[config.mk]
export PLATFORM = sky130hd
export DESIGN_NAME = pwm_center_ch
export DESIGN_NICKNAME = d
export VERILOG_FILES = /design/src/rtl/pwm_ctr_pkg.sv /design/src/rtl/pwm_shadow_bank.sv /design/src/rtl/pwm_updown_counter.sv /design/src/rtl/pwm_edge_action.sv /design/src/rtl/pwm_center_ch.sv
export SDC_FILE = /design/constraint.sdc
export NUM_CORES = 1
export LEC_CHECK = 0
export BUFFER_PORTS_ARGS = -buffer_cell sky130_fd_sc_hd__buf_2
export CAP_MARGIN = 20
export CORE_ASPECT_RATIO = 1.25
export CORE_MARGIN = 1.5
export CORE_UTILIZATION = 45
export CTS_CLUSTER_SIZE = 28
export DETAILED_ROUTE_END_ITERATION = 7
export SYNTH_ARGS = -nofsm -noshare
export SYNTH_HDL_FRONTEND = slang
export SYNTH_SLANG_ARGS = --single-unit
[constraint.sdc]
create_clock -name clk -period 4.7 [get_ports clk]
set_input_delay 0.705 -clock clk [delete_from_list [all_inputs] [get_ports clk]]
set_output_delay 0.705 -clock clk [all_outputs]
set_load 0.05 [all_outputs]
[src/rtl/pwm_ctr_pkg.sv]
package pwm_ctr_pkg;

  // write target codes on the selector bus
  typedef enum logic [1:0] {
    SEL_PERIOD = 2'd0,
    SEL_CMP0   = 2'd1,
    SEL_CMP1   = 2'd2,
    SEL_PHASE  = 2'd3
  } reg_sel_e;

  // number of compare channels (output A and output B)
  localparam int NUM_CMP = 2;

endpackage

[src/rtl/pwm_shadow_bank.sv]
module pwm_shadow_bank
  import pwm_ctr_pkg::*;
#(
  parameter int W       = 16,
  parameter int NCMP    = NUM_CMP,
  parameter int DEF_PRD = 5000,
  parameter int DEF_CMP = 2500
) (
  input  logic                     clk,
  input  logic                     rst,
  input  logic                     wr_en,
  input  logic [1:0]               wr_sel,
  input  logic [W-1:0]             wr_data,
  input  logic                     zero_evt,
  output logic [W-1:0]             prd_act,
  output logic [NCMP-1:0][W-1:0]   cmp_act,
  output logic [W-1:0]             phase_val
);

  logic [W-1:0]           prd_shd, prd_nxt;
  logic [NCMP-1:0][W-1:0] cmp_shd, cmp_nxt;

  // held copy after this cycle's write; also forwarded to the working copy
  always_comb begin
    prd_nxt = (wr_en && wr_sel == SEL_PERIOD) ? wr_data : prd_shd;
  end

  always_ff @(posedge clk) begin
    if (rst) begin
      prd_shd <= W'(DEF_PRD);
      prd_act <= W'(DEF_PRD);
    end else begin
      prd_shd <= prd_nxt;
      if (zero_evt) prd_act <= prd_nxt;
    end
  end

  for (genvar g = 0; g < NCMP; g++) begin : g_cmp
    always_comb begin
      cmp_nxt[g] = (wr_en && wr_sel == 2'(g + 1)) ? wr_data : cmp_shd[g];
    end

    always_ff @(posedge clk) begin
      if (rst) begin
        cmp_shd[g] <= W'(DEF_CMP);
        cmp_act[g] <= W'(DEF_CMP);
      end else begin
        cmp_shd[g] <= cmp_nxt[g];
        if (zero_evt) cmp_act[g] <= cmp_nxt[g];
      end
    end
  end

  // phase value is used directly, no holding stage
  always_ff @(posedge clk) begin
    if (rst) phase_val <= '0;
    else if (wr_en && wr_sel == SEL_PHASE) phase_val <= wr_data;
  end

endmodule

[src/rtl/pwm_updown_counter.sv]
module pwm_updown_counter #(
  parameter int W = 16
) (
  input  logic         clk,
  input  logic         rst,
  input  logic [W-1:0] prd,
  input  logic [W-1:0] phase,
  input  logic         load,
  output logic [W-1:0] cnt,
  output logic         up_now,
  output logic         at_zero
);

  logic dir_q;  // direction of the last step

  // direction of the step taken from the current value; extremes turn it
  always_comb begin
    at_zero = (cnt == '0);
    if (at_zero)        up_now = 1'b1;
    else if (cnt >= prd) up_now = 1'b0;
    else                up_now = dir_q;
  end

  always_ff @(posedge clk) begin
    if (rst) begin
      cnt   <= '0;
      dir_q <= 1'b1;
    end else if (load) begin
      cnt   <= phase;
      dir_q <= 1'b1;
    end else begin
      dir_q <= up_now;
      cnt   <= up_now ? cnt + W'(1) : cnt - W'(1);
    end
  end

endmodule

[src/rtl/pwm_edge_action.sv]
module pwm_edge_action #(
  parameter int W = 16
) (
  input  logic         clk,
  input  logic         rst,
  input  logic [W-1:0] cnt,
  input  logic [W-1:0] cmp,
  input  logic         up_now,
  output logic         pwm
);

  // rising-slope match clears, falling-slope match sets, valley does nothing
  always_ff @(posedge clk) begin
    if (rst) pwm <= 1'b1;
    else if (cnt != '0 && cnt == cmp) pwm <= ~up_now;
  end

endmodule

[src/rtl/pwm_center_ch.sv]
module pwm_center_ch
  import pwm_ctr_pkg::*;
#(
  parameter int CW          = 16,
  parameter int DEF_PERIOD  = 5000,
  parameter int DEF_COMPARE = 2500
) (
  input  logic          clk,
  input  logic          rst,
  input  logic          wr_en,
  input  logic [1:0]    wr_sel,
  input  logic [CW-1:0] wr_data,
  input  logic          phase_en,
  input  logic          sync_sel,
  input  logic          sync_in,
  output logic          pwm_a,
  output logic          pwm_b,
  output logic          irq,
  output logic          sync_out
);

  localparam int NCMP = NUM_CMP;

  logic [CW-1:0]           prd_act, phase_val, cnt;
  logic [NCMP-1:0][CW-1:0] cmp_act;
  logic                    up_now, at_zero, phase_ld;
  logic [NCMP-1:0]         pwm_v;

  assign phase_ld = phase_en & sync_in;

  pwm_shadow_bank #(
    .W(CW), .NCMP(NCMP), .DEF_PRD(DEF_PERIOD), .DEF_CMP(DEF_COMPARE)
  ) u_bank (
    .clk(clk), .rst(rst), .wr_en(wr_en), .wr_sel(wr_sel), .wr_data(wr_data),
    .zero_evt(at_zero), .prd_act(prd_act), .cmp_act(cmp_act),
    .phase_val(phase_val)
  );

  pwm_updown_counter #(.W(CW)) u_cnt (
    .clk(clk), .rst(rst), .prd(prd_act), .phase(phase_val), .load(phase_ld),
    .cnt(cnt), .up_now(up_now), .at_zero(at_zero)
  );

  for (genvar g = 0; g < NCMP; g++) begin : g_out
    pwm_edge_action #(.W(CW)) u_act (
      .clk(clk), .rst(rst), .cnt(cnt), .cmp(cmp_act[g]), .up_now(up_now),
      .pwm(pwm_v[g])
    );
  end

  assign pwm_a = pwm_v[0];
  assign pwm_b = pwm_v[1];

  always_ff @(posedge clk) begin
    if (rst) begin
      irq      <= 1'b0;
      sync_out <= 1'b0;
    end else begin
      irq      <= at_zero;
      sync_out <= sync_sel ? sync_in : at_zero;
    end
  end

endmodule

==> impl_metrics.toml, run 1 <==
[setup_path]
crit_fanout = 15
start_kind = "flop"
crit_type = "flop to flop"
crit_start = "u_cnt.cnt[0]$_SDFF_PP0_"
r2r_start = "u_cnt.cnt[0]$_SDFF_PP0_"
regToRegSetupSlack_ns = 0.78
critPathRequiredTime_ns = 5.03
crit_family = "compound AO/OA/AOI/OAI gates"
reg2reg_depth = 15
crit_path_end = "u_cnt.cnt[15]$_SDFF_PP0_"
timing.rr.end = "u_cnt.cnt[15]$_SDFF_PP0_"
worstSetupPathDepth = 15
cp_slowest_cell = "o31ai_1"
crit_arrival_ns = 4.25
max_stage_delay_ns = 0.49
end_kind = "flop"
path_cells = "inv_1, ha_1, nand2b_1, a211o_1, a21oi_1, o21ai_1, and2_1, ha_1, a21o_1, nand4_1, a21oi_1, nor2_2, o31ai_1, xor2_1, a211oi_1"
critPathBufInv = 1

[placement]
port_buffers = 27
dp_hpwl_mm = 10.8
postPlaceCellArea_mm2 = 0.00635
gp_congestion = 0.939
placed_cells = 837
pre_cts_ws_ns = 0.782

[pwr]
power_mw = 4.49
pwr_density_cell_mw_per_mm2 = 647
ir_worst_vdd_mv = 0.284
p_leak_nw = 2.90

[clock_tree]
ctsResizeCount = 0
cts_buffers = 17
cts.path.max_buffers = 2
worstSkewPairLatency_ns = 0.42
ctsHoldBuffers = 0
post_cts_buffers = 0
cts_root_buffer = "clkbuf_16"
cts_htree_levels = 4
cts_tree = "done"
cts.reportedPaths.clkPinSlew_ns = 0.06
cts.sinks = 133

[sta]
timing.final.ws_setup_ns = 0.783
worst_slew_pin_slew_ns = 0.913
layout_min_cycle_time_ns = 3.92
whs_ns = 0.454
relSlewSlack_pct = 38.9
rsz0062_at_grt = "no"
fin_setup_tns_ns = 0
fmax_mhz = 255
hold_viol = 0
fin_skew_ns = 0.00917
finalSetupViolCount = 0
maxSlewViolCount = 0
fin_crit_sh_pct = 83.3

[hold_path]
hp-class = "flop to flop"

[detailed_routing]
vias = 4662
wl_per_cell_um = 17.9
ant_nets = 0
drt_wl_total_mm = 15.5
first_pass_iters = 4
vias_per_cell = 5.37
drtIter0Drc = 226
drc = 0

[die]
rows = 47
die_w_um = 107
start_util_pct = 46.1
core-area_mm2 = 0.0133
die_area_mm2 = 0.0143
num_io_pins = 28
die_h_um = 134

[yosys]
syn-num-nets = 727
synth-edff-count = 0
ys.flop_type = "dfxtp_1"
synth_cell_types = 44
synth_seq_cells = 133
ys_top_cells_by_area = "dfxtp_1 (43%), mux2i_1 (8.3%), ha_1 (6.1%), nor2_1 (6.1%), a211oi_1 (3.8%)"
synth_top_area_share_pct = 43.4
seq_area_frac_synth_pct = 43.4
netlist_area_mm2 = 0.00613
synth.largest_area_cell = "dfxtp_1"
async_flop_share_pct = 0
synth.avg_cell_area_um2 = 9.12
synth_cells = 672
yosys_warnings = 0

[layout]
fillCellCount = 1305
fin_util_pct = 52.2
antenna_cells = 0
layout.cells.non_filler = 868
seqCellArea_mm2 = 0.00266
design_area_mm2 = 0.00693
drive_gt1_share_pct = 11.5
nNetsFinal = 740
final_cell_mix = "dfxtp_1 (133), nor2_1 (100), nand2_1 (55)"
layout_commonest_cell = "dfxtp_1"
multi_input_area_mm2 = 0.00322
syn2layout_area_growth_pct = 13.1

[global_routing]
grtUsageTotal_pct = 22.9
grt_max_degree = 82
grt_pass1_wl_mm = 24.6
antenna_found_initial = 0
first_global_vias = 4599
grt_remaining_overflow = 0

[status]
outcome = "finished clean"

[job]
cap_violations = 0
synthesized netlist by cell type, drive strengths merged, types with 8 or more instances:
cell	number
clkbuf	22
inv	20
xor2	20
mux2i	51
nor2	101
nand2b	24
a21oi	40
dfxtp	133
xnor2	21
nor4	8
o21ai	15
a211oi	41
nand2	55
nand4	9
ha	30
nand3	10
buf	17
a211o	16
worst min-delay path, delay by kind of cell (launching register included):
family             cells  cell delay (ns)
DFF                    1             0.31
and+or+nand+nor        1             0.05
AOI/OAI and AO/OA      1             0.05
worst min-delay path by stage:
stage | startpoint | to | depth (start not counted)
4_1_cts | u_bank.phase_val[3]$_SDFFE_PP0P_ | u_cnt.cnt[3]$_SDFF_PP0_ | 2
2_1_floorplan | u_bank.phase_val[3]$_SDFFE_PP0P_ | u_cnt.cnt[3]$_SDFF_PP0_ | 2
6_report | u_bank.phase_val[3]$_SDFFE_PP0P_ | u_cnt.cnt[3]$_SDFF_PP0_ | 2
3_5_place_dp | u_bank.phase_val[3]$_SDFFE_PP0P_ | u_cnt.cnt[3]$_SDFF_PP0_ | 2
3_3_place_gp | u_bank.phase_val[5]$_SDFFE_PP0P_ | u_cnt.cnt[5]$_SDFF_PP0_ | 2
5_1_grt | u_bank.prd_act[9]$_SDFFE_PP1P_ | u_bank.prd_act[9]$_SDFFE_PP1P_ | 1
where the power goes:
group	internal, mW	switching [mW]	total (mW)
Combinational	0.747	0.996	1.74
Clock	0.818	0.479	1.30
Sequential	1.28	0.171	1.45
Total	2.84	1.65	4.49
area by class of cell:
class,count,share of cell area (%)
inverter,20,1.08
tap,171,3.09
clock inverter,8,1.44
sequential,133,38.4
clock buffer,23,6.90
timing repair buffer,33,2.64
multi-input combinational,480,46.4
cell families (layout without fill, tap and decap cells):
| kind of cell | count (synthesis) | in the layout | share of synthesized area [%] |
|---|---|---|---|
| and+or+nand+nor | 232 | 232 | 17.4 |
| buffers and inverters | 59 | 84 | 4.16 |
| DFF | 133 | 133 | 43.4 |
| muxes | 51 | 51 | 8.33 |
| AOI/OAI and AO/OA | 125 | 125 | 14.4 |
| xor gates and xnor gates | 41 | 41 | 5.86 |
| adders and majority gates | 31 | 31 | 6.45 |
layer usage:
metal  part of all wire (%)  track usage [%]  wire (um)
met3                    3.4             4.89        520
met5                      0                0          0
met4                    3.2             10.5        501
met2                     48             37.5       7380
met1                     46             28.8       7110
flip-flops by register name (all words and copies together), names as in the netlist:
register	flops
u_bank.phase_val	16
u_bank.prd_shd	16
irq	1
g_out.u_act.pwm	2
u_bank.prd_act	16
u_cnt.dir_q	1
u_cnt.cnt	16
u_bank.cmp_act	32
u_bank.cmp_shd	32
sync_out	1
Power figures use the tool's default switching activity.
==> run 2: changes to the inputs <==
==> constraint.sdc (replaced) <==
create_clock -name clk -period 3.3 [get_ports clk]
set_input_delay 0.495 -clock clk [delete_from_list [all_inputs] [get_ports clk]]
set_output_delay 0.495 -clock clk [all_outputs]
set_load 0.05 [all_outputs]
==> run 2 against run 1 <==
Compared with the run above: clock power increased by 48%; sequential cell count stayed put; critical path type unchanged; hold slack got worse by 0.12 ns; clock skew increased by 0.0026 ns; routed wire length is 6.3% higher; highest routed layer unchanged; combinational power grew 87%; final cell count up 3.6%; total power increased by 59%; first-iteration DRC count fell by 14%; largest power group unchanged.
==> impl_metrics.toml, run 2 (synthesis gave the netlist of run 1 again) <==
[detailed_routing]
vias = 4856
vias_per_cell = 5.40
drc = 0
wl_per_cell_um = 18.3
ant_nets = 0
drt_wl_total_mm = 16.5
first_pass_iters = 5
drtIter0Drc = 194

[die]
die_h_um = 134
rows = 47
start_util_pct = 46.1
die_area_mm2 = 0.0143
num_io_pins = 28
core-area_mm2 = 0.0133
die_w_um = 107

[sta]
maxSlewViolCount = 0
finalSetupViolCount = 0
layout_min_cycle_time_ns = 3.15
hold_viol = 0
whs_ns = 0.331
fin_setup_tns_ns = 0
relSlewSlack_pct = 38.8
timing.final.ws_setup_ns = 0.146
fin_skew_ns = 0.0118
fin_crit_sh_pct = 95.6
worst_slew_pin_slew_ns = 0.915
fmax_mhz = 317

[clock_tree]
cts_htree_levels = 4
worstSkewPairLatency_ns = 0.42
cts.sinks = 133
cts_root_buffer = "clkbuf_16"
cts.path.max_buffers = 2
cts_tree = "done"
cts_buffers = 17
cts.reportedPaths.clkPinSlew_ns = 0.06

[layout]
antenna_cells = 0
fillCellCount = 1222
seqCellArea_mm2 = 0.00266
fin_util_pct = 55.1
layout_commonest_cell = "dfxtp_1"
largestRegisters = "u_bank.cmp_act (32), u_bank.cmp_shd (32)"
syn2layout_area_growth_pct = 19.5
final_cell_mix = "dfxtp_1 (133), nor2_1 (99), nand2_1 (55)"
multi_input_area_mm2 = 0.00333
drive_gt1_share_pct = 18.0
nNetsFinal = 770

[global_routing]
grt_pass1_wl_mm = 25.5
first_global_vias = 4744
grtUsageTotal_pct = 23.8
grt_max_degree = 61
antenna_found_initial = 0
grt_remaining_overflow = 0

[placement]
dp_hpwl_mm = 11.7
pre_cts_ws_ns = -0.0961
gp_congestion = 0.947
port_buffers = 27

[setup_path]
r2r_start = "u_cnt.cnt[0]$_SDFF_PP0_"
reg2reg_depth = 15
regToRegSetupSlack_ns = 0.15
path_cells = "inv_1, ha_1, nand2b_1, a211o_1, a21oi_2, o21ai_2, and2_4, buf_12, ha_1, nand4_1, nor2_1, a211oi_2, o31ai_4, xor2_1, a211oi_1"
critPathRequiredTime_ns = 3.62
cp_common_cell = "ha_1"
timing.rr.end = "u_cnt.cnt[15]$_SDFF_PP0_"
cp_slowest_cell = "ha_1"
end_kind = "flop"
max_stage_delay_ns = 0.36
start_kind = "flop"
crit_type = "flop to flop"
crit_arrival_ns = 3.48
crit_fanout = 11

[pwr]
pwr_density_cell_mw_per_mm2 = 975
p_leak_nw = 3.07
power_mw = 7.14
ir_worst_vdd_mv = 0.416

[hold_path]
hp-class = "primary input to flop"
min_to = "sync_out$_SDFF_PP0_"
min_delay_path_depth = 3
hold_start = "sync_sel"

[job]
cap_violations = 0

[status]
outcome = "finished clean"
==> run 2: worst max-delay path by stage <==
stage | cells after the start | start | slack (ns) | end
finish | 15 | u_cnt.cnt[0]$_SDFF_PP0_ | 0.15 | u_cnt.cnt[15]$_SDFF_PP0_
global route | 15 | u_cnt.cnt[0]$_SDFF_PP0_ | -0.07 | u_cnt.cnt[10]$_SDFF_PP0_
CTS | 16 | u_cnt.cnt[0]$_SDFF_PP0_ | -0.03 | u_cnt.cnt[15]$_SDFF_PP0_
detailed placement | 16 | u_cnt.cnt[0]$_SDFF_PP0_ | -0.1 | u_cnt.cnt[15]$_SDFF_PP0_
global placement | 16 | u_cnt.cnt[0]$_SDFF_PP0_ | -0.05 | u_cnt.cnt[15]$_SDFF_PP0_
floorplan | 16 | u_cnt.cnt[0]$_SDFF_PP0_ | 0.04 | u_cnt.cnt[14]$_SDFF_PP0_
==> run 2: layer usage <==
metal	global-route usage [%]	wire length [um]	vias to the layer above
li1	-	-	2410
met1	30.2	7380	2306
met2	39.7	8000	108
met3	4.45	590	32
met4	9.65	526	0
met5	0	0	-
==> run 2: cell type report <==
type / instances / share of cell area, %
multi-input cells: 480 / 45.5
repair buffers: 63 / 5.91
flip-flops and latches: 133 / 36.3
clock buffers: 20 / 6.37
clock inverters: 12 / 1.96
well taps: 171 / 2.92
inverters: 20 / 1.02
==> run 2: repair_timing <==
action                     4_1_cts  5_1_grt
gates resized for setup          3       16
hold buffers                     0        0
buffers inserted                 0        0
setup endpoints to repair        3       10
pin swaps                        1       16
==> run 2: stage by stage <==
step                      cell area [um2]  cells
after detailed placement             6610    867
final                                7330    899
after global placement               6610    867
after global routing                 7330    899
after CTS                            7250    899
after floorplan                      6130    672
==> run 2: critical path, delay by kind of cell, from the launching register on <==
| family | cells | cell delay (ns) |
|---|---|---|
| compound gates | 6 | 1.14 |
| xor+xnor | 1 | 0.16 |
| fa+ha+maj | 2 | 0.62 |
| buf+inv | 2 | 0.21 |
| flops | 1 | 0.33 |
| simple gates | 4 | 0.58 |
==> run 2: report_power, final <==
part           switching (mW)  internal [mW]
clock                   0.746           1.18
combinational            1.79           1.48
sequential              0.137           1.82
total                    2.67           4.47
